$ cat src/rtl/stoprec_pkg.sv
package stoprec_pkg;
  typedef enum logic [1:0] {
    PM_RUN  = 2'b00,
    PM_STOP = 2'b01,
    PM_REC  = 2'b10
  } pm_state_e;
endpackage

$ cat src/rtl/rec_timer.sv
module rec_timer #(
  parameter int LONG_CYC  = 4096,
  parameter int SHORT_CYC = 32,
  localparam int CNT_W = $clog2(LONG_CYC)
) (
  input  logic clk_ref,
  input  logic rst_n,
  input  logic start,      // wake-up edge: latch the selected limit
  input  logic run,        // high while recovering; low holds the count at zero
  input  logic short_sel,
  output logic done
);
  localparam logic [CNT_W-1:0] LONG_M1  = CNT_W'(LONG_CYC - 1);
  localparam logic [CNT_W-1:0] SHORT_M1 = CNT_W'(SHORT_CYC - 1);

  logic [CNT_W-1:0] cnt_q;
  logic [CNT_W-1:0] lim_q;

  always_ff @(posedge clk_ref or negedge rst_n) begin
    if (!rst_n) begin
      lim_q <= LONG_M1;
    end else if (start) begin
      lim_q <= short_sel ? SHORT_M1 : LONG_M1;
    end
  end

  always_ff @(posedge clk_ref or negedge rst_n) begin
    if (!rst_n) begin
      cnt_q <= '0;
    end else if (!run || done) begin
      cnt_q <= '0;
    end else begin
      cnt_q <= cnt_q + 1'b1;
    end
  end

  assign done = run && (cnt_q == lim_q);
endmodule

$ cat src/rtl/pm_fsm.sv
module pm_fsm
  import stoprec_pkg::*;
(
  input  logic      clk_ref,
  input  logic      rst_n,
  input  logic      stop_req,
  input  logic      wake,
  input  logic      tmr_done,
  output pm_state_e state,
  output logic      tmr_start,
  output logic      tmr_run,
  output logic      stack_start
);
  pm_state_e state_d;

  always_comb begin
    state_d = state;
    unique case (state)
      PM_RUN:  if (stop_req) state_d = PM_STOP;
      PM_STOP: if (wake)     state_d = PM_REC;
      PM_REC:  if (tmr_done) state_d = PM_RUN;
      default: state_d = PM_RUN;
    endcase
  end

  always_ff @(posedge clk_ref or negedge rst_n) begin
    if (!rst_n) begin
      state       <= PM_RUN;
      stack_start <= 1'b0;
    end else begin
      state       <= state_d;
      stack_start <= (state == PM_REC) && tmr_done;
    end
  end

  assign tmr_start = (state == PM_STOP) && wake;
  assign tmr_run   = (state == PM_REC);
endmodule

$ cat src/rtl/brk_status.sv
module brk_status (
  input  logic clk_ref,
  input  logic rst_n,
  input  logic set_i,
  input  logic clr_i,
  output logic flag_o
);
  always_ff @(posedge clk_ref or negedge rst_n) begin
    if (!rst_n)     flag_o <= 1'b0;
    else if (set_i) flag_o <= 1'b1;
    else if (clr_i) flag_o <= 1'b0;
  end
endmodule

$ cat src/rtl/stop_recovery_ctrl.sv
module stop_recovery_ctrl
  import stoprec_pkg::*;
#(
  parameter int LONG_CYC  = 4096,
  parameter int SHORT_CYC = 32
) (
  input  logic       clk_ref,
  input  logic       rst_n,
  input  logic       stop_req,
  input  logic       irq_req,
  input  logic       brk_req,
  input  logic       short_rec,
  input  logic       brk_flag_clr,
  output logic       cpu_clk_en,
  output logic       per_clk_en,
  output logic       stack_start,
  output logic       brk_stop_flag,
  output logic [1:0] pm_status
);
  pm_state_e state;
  logic      tmr_start;
  logic      tmr_run;
  logic      tmr_done;
  logic      wake;

  assign wake = irq_req || brk_req;

  pm_fsm u_fsm (
    .clk_ref     (clk_ref),
    .rst_n       (rst_n),
    .stop_req    (stop_req),
    .wake        (wake),
    .tmr_done    (tmr_done),
    .state       (state),
    .tmr_start   (tmr_start),
    .tmr_run     (tmr_run),
    .stack_start (stack_start)
  );

  rec_timer #(.LONG_CYC(LONG_CYC), .SHORT_CYC(SHORT_CYC)) u_tmr (
    .clk_ref   (clk_ref),
    .rst_n     (rst_n),
    .start     (tmr_start),
    .run       (tmr_run),
    .short_sel (short_rec),
    .done      (tmr_done)
  );

  brk_status u_brk (
    .clk_ref (clk_ref),
    .rst_n   (rst_n),
    .set_i   ((state == PM_STOP) && brk_req),
    .clr_i   (brk_flag_clr),
    .flag_o  (brk_stop_flag)
  );

  assign cpu_clk_en = (state == PM_RUN);
  assign per_clk_en = (state == PM_RUN);
  assign pm_status  = state;
endmodule

$ cat config.mk
export PLATFORM = sky130hd
export DESIGN_NAME = stop_recovery_ctrl
export DESIGN_NICKNAME = d
export VERILOG_FILES = /design/src/rtl/stoprec_pkg.sv /design/src/rtl/rec_timer.sv /design/src/rtl/pm_fsm.sv /design/src/rtl/brk_status.sv /design/src/rtl/stop_recovery_ctrl.sv
export SDC_FILE = /design/constraint.sdc
export NUM_CORES = 1
export LEC_CHECK = 0
export BUFFER_PORTS_ARGS = -buffer_cell sky130_fd_sc_hd__buf_2
export CAP_MARGIN = 20
export CORE_UTILIZATION = 57
export CTS_CLUSTER_DIAMETER = 120
export CTS_CLUSTER_SIZE = 12
export DETAILED_ROUTE_END_ITERATION = 10
export PLACE_DENSITY = 0.85
export SLEW_MARGIN = 20
export SYNTH_ARGS = -nofsm -noshare
export SYNTH_HDL_FRONTEND = slang
export SYNTH_SLANG_ARGS = --single-unit
$ cat constraint.sdc
create_clock -name clk_ref -period 3 [get_ports clk_ref]
set_clock_uncertainty 0.1 [all_clocks]
set_input_delay 0.6 -clock clk_ref [delete_from_list [all_inputs] [get_ports clk_ref]]
set_output_delay 0.6 -clock clk_ref [all_outputs]
set_load 0.1 [all_outputs]
After elaboration in Yosys (flattened, before gate mapping)
Index checks and enable logic that the tools add are counted.
W data, S select, Z words.

storage, ports and cells
  memory bits (writable) = 0
  output and inout bits = 6
  flip-flop bits (word level) = 28
  bits of input ports = 7
  memories kept = 0
  bits in latches = 0
  memory bits (read-only) = 0

operators by class
  $mul = 0
  mux-type cells = 8
  $lt $le $gt $ge = 0
  reduce and logical (&&, ||, !) cells = 10
  div/mod/pow operators = 0
  bitwise operators = 0
  equality and inequality tests = 6
  shift-type cells = 0
  add/subtract/negate cells = 1

operators with widths
  cell                     count
  $mux W12                 2
  $add A12 B1 Y12 const B  1
  $eq A12 B12 Y1           1
  $mux W2                  3
  $pmux W2 S3              1
  $logic_and A1 B1 Y1      4
  $ne A2 B2 Y1 const B     2
  $reduce_and A3 Y1        1
  $eq A2 B1 Y1 const B     1
  $eq A2 B2 Y1 const B     1
  $logic_not A2 Y1         1
  $logic_or A1 B1 Y1       2
  $mux W1                  2
  $ne A2 B1 Y1 const B     1
  $reduce_bool A2 Y1       1
  $logic_not A1 Y1         1

Logic depth before layout (Yosys ltp)
Gate-level depths: netlist of the first run.

  depth after elaboration = 4
  mapped depth = 5
  gate-level depth less buffers = 5

Modules after synthesis
Synthesis of the first run repeated with hierarchy kept, for this count alone.

second synthesis, totals
  cell total of the unflattened synthesis = 84
  area total of the unflattened synthesis = 879.6 um^2

modules (own cells, without submodules)
  module              instances  area an instance (um^2)  cells an instance
  rec_timer           1          688.2                    66
  pm_fsm              1          127.6                    11
  brk_status          1          36.3                     3
  stop_recovery_ctrl  1          27.5                     4

Least setup slack after synthesis of the first run
OpenSTA, ideal clock, no wires.

  kind = flip-flop to output port
  from = register u_fsm.state[1]
  to = output per_clk_en
  required time = 2.300 ns
  stages on the path, launching flop included = 3
  buffers on the path = 1
  slack = -0.399 ns
  arrival = 2.699 ns
  cell sequence = dfrtp_1 -> nor2_1 -> buf_4

between the ends
  longest elaborated chain between the ends = 1

ends and longest elaborated chain
  what                    RTL line                  text
  from (decl)             pm_fsm.sv:9               output pm_state_e state,
  from (signal assigned)  pm_fsm.sv:31              state <= state_d;
  $logic_not A2 Y1        --
  to (decl)               stop_recovery_ctrl.sv:15  output logic per_clk_en,

Every way passes these cells.

Worst setup path after layout of the first run
  from = register u_fsm.state[1]
  to = output cpu_clk_en

between the ends
  longest elaborated chain between the ends = 1

ends and longest elaborated chain
  what              RTL line                  text
  $logic_not A2 Y1  stop_recovery_ctrl.sv:57  assign cpu_clk_en = (state == PM_RUN);
  to (decl)         stop_recovery_ctrl.sv:14  output logic cpu_clk_en,

Every way passes these cells.

==> results.tsv, run 1 <==
stage	metric	value	unit
placed_design	HPWL after DPL	1070	µm
floorplanning	Ports	13	
setup_path	crit path max fanout	5	
synthesis	Synth cell types	24	
placed_design	worst slack at placement	1.23	ns
floorplanning	die height	39.7	µm
clock_network	CTS buffer count	3	
setup_path	worst path cell trace	nor2_2, buf_2	
synthesis	ys flop type	dfrtp_1	
sta	worst setup margin	1.01	ns
sta	fraction of the cycle the final worst path needs	66.4	%
layout	post-route cell area	896	µm²
synthesis	Netlist Area Pre-Place	811	µm²
drt	Total Wirelength	1440	µm
sta	post-layout minimum cycle time	1.99	ns
power_and_ir_drop	Sw Share	51.7	%
sta	Hold WS	0.116	ns
setup_path	Setup crit start kind	register	
global_route	total grt overflow	0	
layout	share of post-route cells with drive strength above 1	20.2	%
layout	Area Overhead vs Synth	10.5	%
power_and_ir_drop	sequential share of power	38.7	%
clock_network	Post-CTS Repair Setup Buffers	0	
clock_network	CTS resizes	0	
floorplanning	Starting Density	61.5	%
global_route	initial antenna violation count	0	
min_path	worst min path class	input pin to async pin	
synthesis	share of the synthesized area in the top cell type	49.4	%
drt	DRC Markers	0	
sta	Max-Slew Margin vs Limit	64.1	%
global_route	vias in the first global route	533	
floorplanning	die area	1580	µm²
power_and_ir_drop	Sw Pwr	0.406	mW
sta	FMAX	502	MHz
sta	Pins Over Slew Limit	0	
power_and_ir_drop	Cell Int Power	0.379	mW
synthesis	syn nets	89	
synthesis	most common cell in the netlist	dfrtp_1	
placed_design	placed insts	105	
sta	final hold violations	0	
layout	fill cell count	95	
synthesis	Synth async-reset ratio	100	%
power_and_ir_drop	Comb pwr share	46.2	%
clock_network	hold_buf cts	0	
power_and_ir_drop	clock power share	15.2	%
sta	Final Setup Violations	0	
clock_network	H-tree level count	1	
setup_path	CP Data Required Time	2.30	ns
synthesis	sequential area share after synthesis	52.6	%
floorplanning	Rows	13	
clock_network	clock buffer depth	2	
sta	TNS Setup	0	ns
drt	via count	618	
clock_network	clk_lat worst skew	0.28	ns
setup_path	CP peak stage delay	0.44	ns
floorplanning	Die X-Extent	39.7	µm
sta	RSZ-0062 raised after global routing	no	
synthesis	Mapped Cells	81	
clock_network	CTS Sinks	17	
synthesis	Synth area leaders	dfrtp_1 (49%), nor3_1 (7.4%), xnor2_1 (6.5%), xor2_1 (4.3%), nand2_1 (3.7%)	
job	max-cap viol count	0	
setup_path	Worst setup EP type	output pin	
global_route	total track usage	22.5	%
status	run status	completed	
global_route	largest net degree at the start of global routing	18	
drt	DR vias/cell	5.67	
synthesis	Synthesis Warnings	0	
synthesis	commonest cells in the netlist	dfrtp_1 (16), nor3_1 (12), nand2_1 (8)	
synthesis	Post-synth EDFFs	0	
drt	Iter 0 DRT Violations	24	
setup_path	CP arrival	1.29	ns
power_and_ir_drop	Leak	0.379	nW
layout	Final Non-Filler Cells	109	
drt	DR WL/cell	13.2	µm
global_route	global-route wire length before repair	2290	µm
drt	final antenna-violating net count	0	
power_and_ir_drop	pwr/cell area	876	nW/µm²
placed_design	Post-DP Area	870	µm²
synthesis	cell taking the most area after synthesis	dfrtp_1	
placed_design	final RePlAce weighted congestion	0.823	
layout	Final Util	68.0	%
power_and_ir_drop	total power	0.785	mW
power_and_ir_drop	Worst VDD drop	811	µV
placed_design	Port Buffer Count	12	
layout	ant diodes	0	
clock_network	CTS Root Cell	clkbuf_4	
floorplanning	Core Region	1320	µm²
sta	Slew @ Worst Pin	0.538	ns
synthesis	FF+latch count, synth	17	
synthesis	Avg Synthesized Cell Area	10.0	µm²
setup_path	Crit-path slowest cell	buf_2	
drt	DR pass1 iterations	6	
clock_network	register clock-pin slew on the reported worst setup and hold paths	0.09	ns
clock_network	CTS tree	built	
layout	fin nets	103	
setup_path	WS Path Type	register to output pin	
-- power by group through the flow --
| stage | Sequential (mW) | Clock (mW) | Combinational, mW |
|---|---|---|---|
| floorplan | 0.414 | 0 | 0.207 |
| CTS | 0.302 | 0.121 | 0.364 |
| detailed placement | 0.307 | 0 | 0.364 |
| global placement | 0.305 | 0 | 0.360 |
| finish | 0.303 | 0.119 | 0.363 |
| global route | 0.309 | 0.130 | 0.381 |
-- layer usage --
metal  wire length, µm  global-route usage, %  share of wire (%)  up-vias
met5                 0                      0                  0        -
met4                 6                   12.9               0.42        0
met3                48                   3.41                3.3        2
met2               667                   34.0                 46       17
met1               714                   29.9                 50      290
li1                  -                      -                  -      309
-- sequential cells by signal, summed over array words and instances (netlist names) --
name               count
u_tmr.cnt_q           12
u_fsm.state            2
u_tmr.lim_q            1
u_fsm.stack_start      1
u_brk.flag_o           1
-- cell usage in the layout (no fill, tap or decap), types with 3 or more instances in the layout --
master | netlist | layout
nor2_1 | 7 | 6
xnor2_1 | 6 | 6
nor3_1 | 12 | 12
nand4_1 | 4 | 4
dfrtp_1 | 16 | 16
clkbuf_4 | 0 | 3
buf_2 | 0 | 12
nand2_1 | 8 | 8
nand3_1 | 4 | 4
o21ai_0 | 3 | 3
xor2_1 | 4 | 4
-- worst paths after layout --
| kind | endpoint | start | slack (ns) | cells past startpoint |
|---|---|---|---|---|
| max in group asynchronous | u_tmr.lim_q[10] | rst_n | 2.38 | 1 |
| min | u_brk.flag_o | rst_n | 0.12 | 1 |
| min in group clk_ref | u_tmr.lim_q[10] | short_rec | 0.38 | 2 |
| max reg2reg | u_fsm.stack_start | u_tmr.cnt_q[8] | 1.21 | 4 |
| max | cpu_clk_en | u_fsm.state[1] | 1.01 | 2 |
| min reg2reg | u_fsm.state[0] | u_fsm.state[1] | 0.42 | 1 |
-- critical path: cells and delay by family, from the launching register on --
family	cells	cell delay, ns
buf+inv	1	0.44
flops	1	0.43
simple gates	1	0.14
-- kinds of logic after synthesis --
family | share of synthesized area (%)
simple gates | 26.5
fa+ha+maj | 1.54
buf+inv | 3.24
xor+xnor | 10.8
compound gates | 4.01
mux | 1.23
flops | 52.6
-- area by class of cell --
type / instances / area, µm² / share of cell area [%]
clock buffers: 4 / 26.3 / 2.93
inverters: 1 / 3.75 / 0.419
flip-flops and latches: 17 / 427 / 47.6
well taps: 15 / 18.8 / 2.09
multi-input cells: 60 / 360 / 40.2
repair buffers: 12 / 60.1 / 6.70
Power figures use the tool's default switching activity.
==> inputs of run 2 (changes only) <==
--- a/config.mk
+++ b/config.mk
@@ -7,11 +7,11 @@
 export LEC_CHECK = 0
 export BUFFER_PORTS_ARGS = -buffer_cell sky130_fd_sc_hd__buf_2
 export CAP_MARGIN = 20
-export CORE_UTILIZATION = 57
+export CORE_UTILIZATION = 48
 export CTS_CLUSTER_DIAMETER = 120
 export CTS_CLUSTER_SIZE = 12
 export DETAILED_ROUTE_END_ITERATION = 10
-export PLACE_DENSITY = 0.85
+export PLACE_DENSITY = 0.77
 export SLEW_MARGIN = 20
 export SYNTH_ARGS = -nofsm -noshare
 export SYNTH_HDL_FRONTEND = slang
==> constraint.sdc (replaced) <==
create_clock -name clk_ref -period 1.7 [get_ports clk_ref]
set_clock_uncertainty 0.1 [all_clocks]
set_input_delay 0.34 -clock clk_ref [delete_from_list [all_inputs] [get_ports clk_ref]]
set_output_delay 0.34 -clock clk_ref [all_outputs]
set_load 0.1 [all_outputs]
==> results.tsv, run 2 (synthesis gave the netlist of run 1 again) <==
stage	metric	value	unit	change
drt	highest metal layer with signal wires	met4		
placed_design	worst slack at placement	0.101	ns	-1.13 ns
clock_network	CTS buffer count	3		unchanged
drt	Iter 0 DRT Violations	12		-50%
floorplanning	Core Region	1540	µm²	+17%
setup_path	worst path cell trace	buf_2		
layout	ant diodes	0		unchanged
power_and_ir_drop	total power	1.51	mW	+92%
sta	Slew @ Worst Pin	0.509	ns	-0.0295 ns
drt	DR pass1 iterations	4		-2
global_route	initial antenna violation count	0		unchanged
layout	post-route cell area	976	µm²	+8.9%
sta	RSZ-0062 raised after global routing	no		
drt	via count	616		-0.32%
layout	share of post-route cells with drive strength above 1	27.6	%	+7.3 points
sta	Final Setup Violations	0		unchanged
placed_design	Post-DP Area	928	µm²	+6.8%
setup_path	Setup crit start kind	register		
sta	worst setup margin	0.0802	ns	-0.928 ns
layout	Area Overhead vs Synth	20.4	%	
setup_path	crit path max fanout	5		unchanged
placed_design	final RePlAce weighted congestion	0.916		+11%
drt	DR WL/cell	12.5	µm	-5.3%
power_and_ir_drop	Worst VDD drop	1250	µV	+54%
sta	Max-Slew Margin vs Limit	66.1	%	+2.0 points
drt	final antenna-violating net count	0		unchanged
setup_path	CP top delay family	flip-flops		
sta	post-layout minimum cycle time	1.62	ns	
drt	DR WL met3	31	µm	-35%
drt	DRC Markers	0		unchanged
global_route	total track usage	19.5	%	-2.9 points
clock_network	clk_lat worst skew	0.29	ns	about the same
clock_network	CTS Root Cell	clkbuf_4		
global_route	vias in the first global route	622		+17%
drt	M1 WL	703	µm	-1.5%
setup_path	Crit-path slowest cell	dfrtp_4		
clock_network	clock buffer depth	2		unchanged
floorplanning	Starting Density	52.6	%	-8.9 points
placed_design	HPWL after DPL	1050	µm	-2.2%
setup_path	WS Path Type	register to output pin		
clock_network	H-tree level count	1		unchanged
layout	Most flops, register	u_tmr.cnt_q		
floorplanning	Ports	13		unchanged
drt	metal2 WL	664	µm	-0.45%
layout	max reg flops	12		unchanged
drt	Total Wirelength	1420	µm	-0.97%
floorplanning	die area	1860	µm²	+18%
setup_path	CP arrival	1.18	ns	-0.11 ns
placed_design	Port Buffer Count	12		unchanged
drt	DR vias/cell	5.40		-4.7%
sta	FMAX	617	MHz	
global_route	total grt overflow	0		unchanged
setup_path	CP peak stage delay	0.46	ns	+0.02 ns
global_route	global-route wire length before repair	2660	µm	+16%
power_and_ir_drop	pwr/cell area	1550	nW/µm²	+76%
sta	Pins Over Slew Limit	0		unchanged
clock_network	CTS tree	built		
floorplanning	die height	43.1	µm	+8.5%
sta	fraction of the cycle the final worst path needs	95.3	%	
layout	fin nets	107		+3.9%
floorplanning	Rows	14		+1
status	run status	completed		
setup_path	Worst setup EP type	output pin		
sta	final hold violations	0		unchanged
layout	most frequent cells in the layout	nor3_1 (12), dfrtp_1 (12), buf_2 (10)		
global_route	largest net degree at the start of global routing	18		unchanged
layout	Largest regs	u_tmr.cnt_q (12), u_fsm.state (2)		
clock_network	register clock-pin slew on the reported worst setup and hold paths	0.09	ns	about the same
setup_path	CP Data Required Time	1.26	ns	-1.04 ns
min_path	worst min path class	input pin to register		
power_and_ir_drop	Leak	0.408	nW	+7.7%
setup_path	CP bufs+invs	1		unchanged
floorplanning	Die X-Extent	43.1	µm	+8.5%
clock_network	CTS Sinks	17		unchanged
job	max-cap viol count	0		unchanged
==> run 2: cell count changes in the layout (fill, tap and decap cells not counted), moves of 2 or more <==
cell,change
dfrtp_2,+2
dfrtp_4,+2
buf_2,-2
buf_12,+2
buf_4,+3
dfrtp_1,-4
==> run 2: routing by layer <==
layer | vias up | global-route usage, %
met5 | - | 0
met4 | 0 | 9.09
met3 | 2 | 5.11
met2 | 10 | 29.3
met1 | 291 | 26.2
li1 | 313 | -
==> run 2: timing repair <==
action | CTS | global route
gates resized for setup | 0 | 2
setup endpoints to repair | 0 | 12
hold buffers | 1 | 0
setup buffers | 0 | 1
hold endpoints to repair | 16 | 0
==> run 2: stage by stage <==
step	hold WS, ns	std cells	setup TNS [ns]	util, %
after floorplan	-0.0556	81	-0.198	-
after global placement	0.173	108	0	60.2
after detailed placement	0.177	108	0	60.2
after CTS	0.109	113	0	62.7
after global routing	0.112	114	0	63.3
final	0.113	114	0	63.3
==> run 2: where the power goes <==
group / leakage, nW / internal (mW) / total, mW / switching, mW
Clock: 0.0177 / 0.0875 / 0.211 / 0.123
Combinational: 0.167 / 0.197 / 0.740 / 0.542
Sequential: 0.223 / 0.484 / 0.558 / 0.0740
==> run 2: area by class of cell <==
| class | count | area, µm² |
|---|---|---|
| inverter | 1 | 3.75 |
| sequential | 17 | 437 |
| clock inverter | 1 | 5.00 |
| fill | 121 | 566 |
| clock buffer | 3 | 22.5 |
| multi-input combinational | 60 | 365 |
| timing repair buffer | 16 | 123 |
| tap | 16 | 20.0 |
==> run 2: path summary, 6_finish.rpt <==
kind / start / depth (start not counted) / slack, ns / to
max reg2reg: u_tmr.cnt_q[7] / 5 / 0.10 / u_fsm.stack_start
max in group asynchronous: rst_n / 2 / 0.79 / u_tmr.lim_q[10]
max: u_fsm.state[0] / 1 / 0.08 / pm_status[0]
min reg2reg: u_tmr.lim_q[10] / 2 / 0.41 / u_tmr.lim_q[10]
min in group asynchronous: rst_n / 2 / 0.39 / u_tmr.cnt_q[10]
min: short_rec / 2 / 0.11 / u_tmr.lim_q[10]
==> inputs of run 3 (changes only) <==
--- a/config.mk
+++ b/config.mk
@@ -12,6 +12,7 @@
 export CTS_CLUSTER_SIZE = 12
 export DETAILED_ROUTE_END_ITERATION = 10
 export PLACE_DENSITY = 0.77
+export RECOVER_POWER = 50
 export SLEW_MARGIN = 20
 export SYNTH_ARGS = -nofsm -noshare
 export SYNTH_HDL_FRONTEND = slang
==> constraint.sdc (replaced) <==
create_clock -name clk_ref -period 1.4 [get_ports clk_ref]
set_clock_uncertainty 0.1 [all_clocks]
set_input_delay 0.28 -clock clk_ref [delete_from_list [all_inputs] [get_ports clk_ref]]
set_output_delay 0.28 -clock clk_ref [all_outputs]
set_load 0.1 [all_outputs]
==> results.tsv, run 3 (synthesis gave the netlist of run 1 again) <==
stage	metric	value	unit	change
sta	post-layout minimum cycle time	1.64	ns	
setup_path	Worst setup EP type	register		
sta	Pins Over Slew Limit	0		unchanged
layout	Largest regs	u_tmr.cnt_q (12), u_fsm.state (2)		
sta	fraction of the cycle the final worst path needs	117	%	
sta	Slew @ Worst Pin	0.419	ns	-0.0894 ns
drt	Iter 0 DRT Violations	19		+7
placed_design	worst slack at placement	-0.178	ns	-0.279 ns
setup_path	crit path capture	u_tmr.cnt_q[6]		
sta	FMAX	611	MHz	
placed_design	final RePlAce weighted congestion	0.804		-12%
floorplanning	Starting Density	52.6	%	unchanged
drt	DR WL met3	61	µm	+97%
floorplanning	die area	1860	µm²	unchanged
drt	Total Wirelength	2240	µm	+58%
min_path	worst min path class	input pin to register		
layout	fill cell count	105		-13%
floorplanning	Rows	14		unchanged
power_and_ir_drop	pwr/cell area	1760	nW/µm²	+14%
layout	Final Non-Filler Cells	131		+15%
clock_network	CTS Root Cell	clkbuf_4		
clock_network	clock buffer depth	2		unchanged
clock_network	H-tree level count	1		unchanged
drt	final antenna-violating net count	0		unchanged
setup_path	register-to-register setup slack	-0.24	ns	-0.34 ns
global_route	largest net degree at the start of global routing	18		unchanged
setup_path	CP Data Required Time	1.49	ns	+0.23 ns
layout	max reg flops	12		unchanged
sta	final hold violations	0		unchanged
clock_network	CTS Sinks	17		unchanged
drt	M1 WL	915	µm	+30%
setup_path	r2r startpoint	u_tmr.cnt_q[10]		
power_and_ir_drop	total power	2.21	mW	+47%
layout	Most flops, register	u_tmr.cnt_q		
sta	Max-Slew Margin vs Limit	72.0	%	+6.0 points
sta	Final Setup Violations	16		+16
power_and_ir_drop	Worst VDD drop	1780	µV	+43%
status	run status	finished, violations left		
power_and_ir_drop	Leak	0.526	nW	+29%
clock_network	CTS buffer count	3		unchanged
layout	commonest non-fill, non-tap cell in the layout	buf_4		
clock_network	CTS tree	built		
layout	most frequent cells in the layout	buf_4 (16), dfrtp_1 (14), nand2_1 (8), nor3_2 (8), buf_12 (7)		
global_route	initial antenna violation count	0		unchanged
layout	Area Overhead vs Synth	54.8	%	
sta	TNS Setup	-3.13	ns	-3.13 ns
setup_path	CP arrival	1.73	ns	+0.55 ns
layout	share of post-route cells with drive strength above 1	45.2	%	+18 points
global_route	vias in the first global route	733		+18%
drt	via count	755		+23%
floorplanning	Ports	13		unchanged
drt	metal2 WL	1180	µm	+77%
global_route	total grt overflow	0		unchanged
drt	highest metal layer with signal wires	met4		
global_route	total track usage	25.1	%	+5.5 points
placed_design	HPWL after DPL	1310	µm	+25%
setup_path	Register-to-Register Path Depth	5		unchanged
drt	DR pass1 iterations	4		unchanged
sta	Hold WS	0.0273	ns	-0.0854 ns
status	violated checks	negative setup slack		
setup_path	WS Path Type	register to register		
clock_network	register clock-pin slew on the reported worst setup and hold paths	0.10	ns	about the same
floorplanning	Die X-Extent	43.1	µm	unchanged
sta	worst setup margin	-0.235	ns	-0.316 ns
placed_design	Port Buffer Count	12		unchanged
sta	RSZ-0062 raised after global routing	yes		
drt	DRC Markers	0		unchanged
global_route	global-route wire length before repair	3310	µm	+25%
setup_path	crit path max fanout	6		+1
setup_path	Setup crit start kind	register		
setup_path	Crit Reg-Reg Endpoint	u_tmr.cnt_q[6]		
drt	DR WL/cell	17.1	µm	+37%
floorplanning	Core Region	1540	µm²	unchanged
floorplanning	die height	43.1	µm	unchanged
setup_path	crit path from	u_tmr.cnt_q[10]		
layout	footprint of the multi-input gates	422	µm²	+15%
drt	DR vias/cell	5.76		+6.7%
layout	Reg area	434	µm²	-0.57%
layout	ant diodes	0		unchanged
clock_network	clk_lat worst skew	0.30	ns	about the same
job	max-cap viol count	0		unchanged
placed_design	placed insts	121		+12%
layout	fin nets	124		+16%
## run 3: cell count changes in the layout (fill, tap and decap cells not counted), sizes merged
| cell | change |
|---|---|
| buf | +15 |
| clkbuf | +2 |
## run 3: worst min path at each step
stage / startpoint / depth (start not counted) / slack [ns] / to
after floorplan: rst_n / 0 / -0.12 / u_brk.flag_o
after global placement: rst_n / 1 / 0.11 / u_tmr.cnt_q[10]
after detailed placement: rst_n / 1 / 0.12 / u_tmr.cnt_q[10]
after CTS: short_rec / 2 / 0.03 / u_tmr.lim_q[10]
after global routing: short_rec / 2 / 0.03 / u_tmr.lim_q[10]
final: short_rec / 2 / 0.03 / u_tmr.lim_q[10]
## run 3: repair_timing
action / CTS / global route
cloned: 0 / 1
endpoints found under the hold margin: 16 / 0
buffers inserted: 3 / 1
hold buffers: 1 / 0
setup endpoints to repair: 15 / 16
gates resized for setup: 2 / 4
pin swaps: 1 / 2
## run 3: critical path, cell delays in order, from the launching register on
cell and delay, ns:
dfrtp_1 0.40, nand4_1 0.14, or3_4 0.44, a21oi_4 0.21, clkbuf_16 0.20, nor3_2 0.04
## run 3: stage by stage
step / instance area, µm² / util [%]
final: 1250 / 81.4
after global routing: 1250 / 81.4
after CTS: 1210 / 78.2
after detailed placement: 1140 / 73.9
after global placement: 1140 / 73.9
after floorplan: 882 / -
## run 3: cell type report
type | count | share of cell area (%)
Inverter | 1 | 0.299
Multi-Input combinational cell | 60 | 33.6
Timing Repair Buffer | 33 | 27.7
Clock buffer | 3 | 1.79
Tap cell | 16 | 1.60
Sequential cell | 17 | 34.6
Clock inverter | 1 | 0.399
## run 3: layer usage
layer	track usage, %	up-vias
met4	10.9	0
met5	0	-
met2	43.3	21
met1	30.6	371
met3	3.83	10
li1	-	353
## run 3: power by group
part           total, mW  switching (mW)  internal, mW
Sequential         0.654          0.0667         0.587
Clock              0.268           0.162         0.107
Combinational       1.29           0.806         0.481
Total               2.21            1.03          1.17
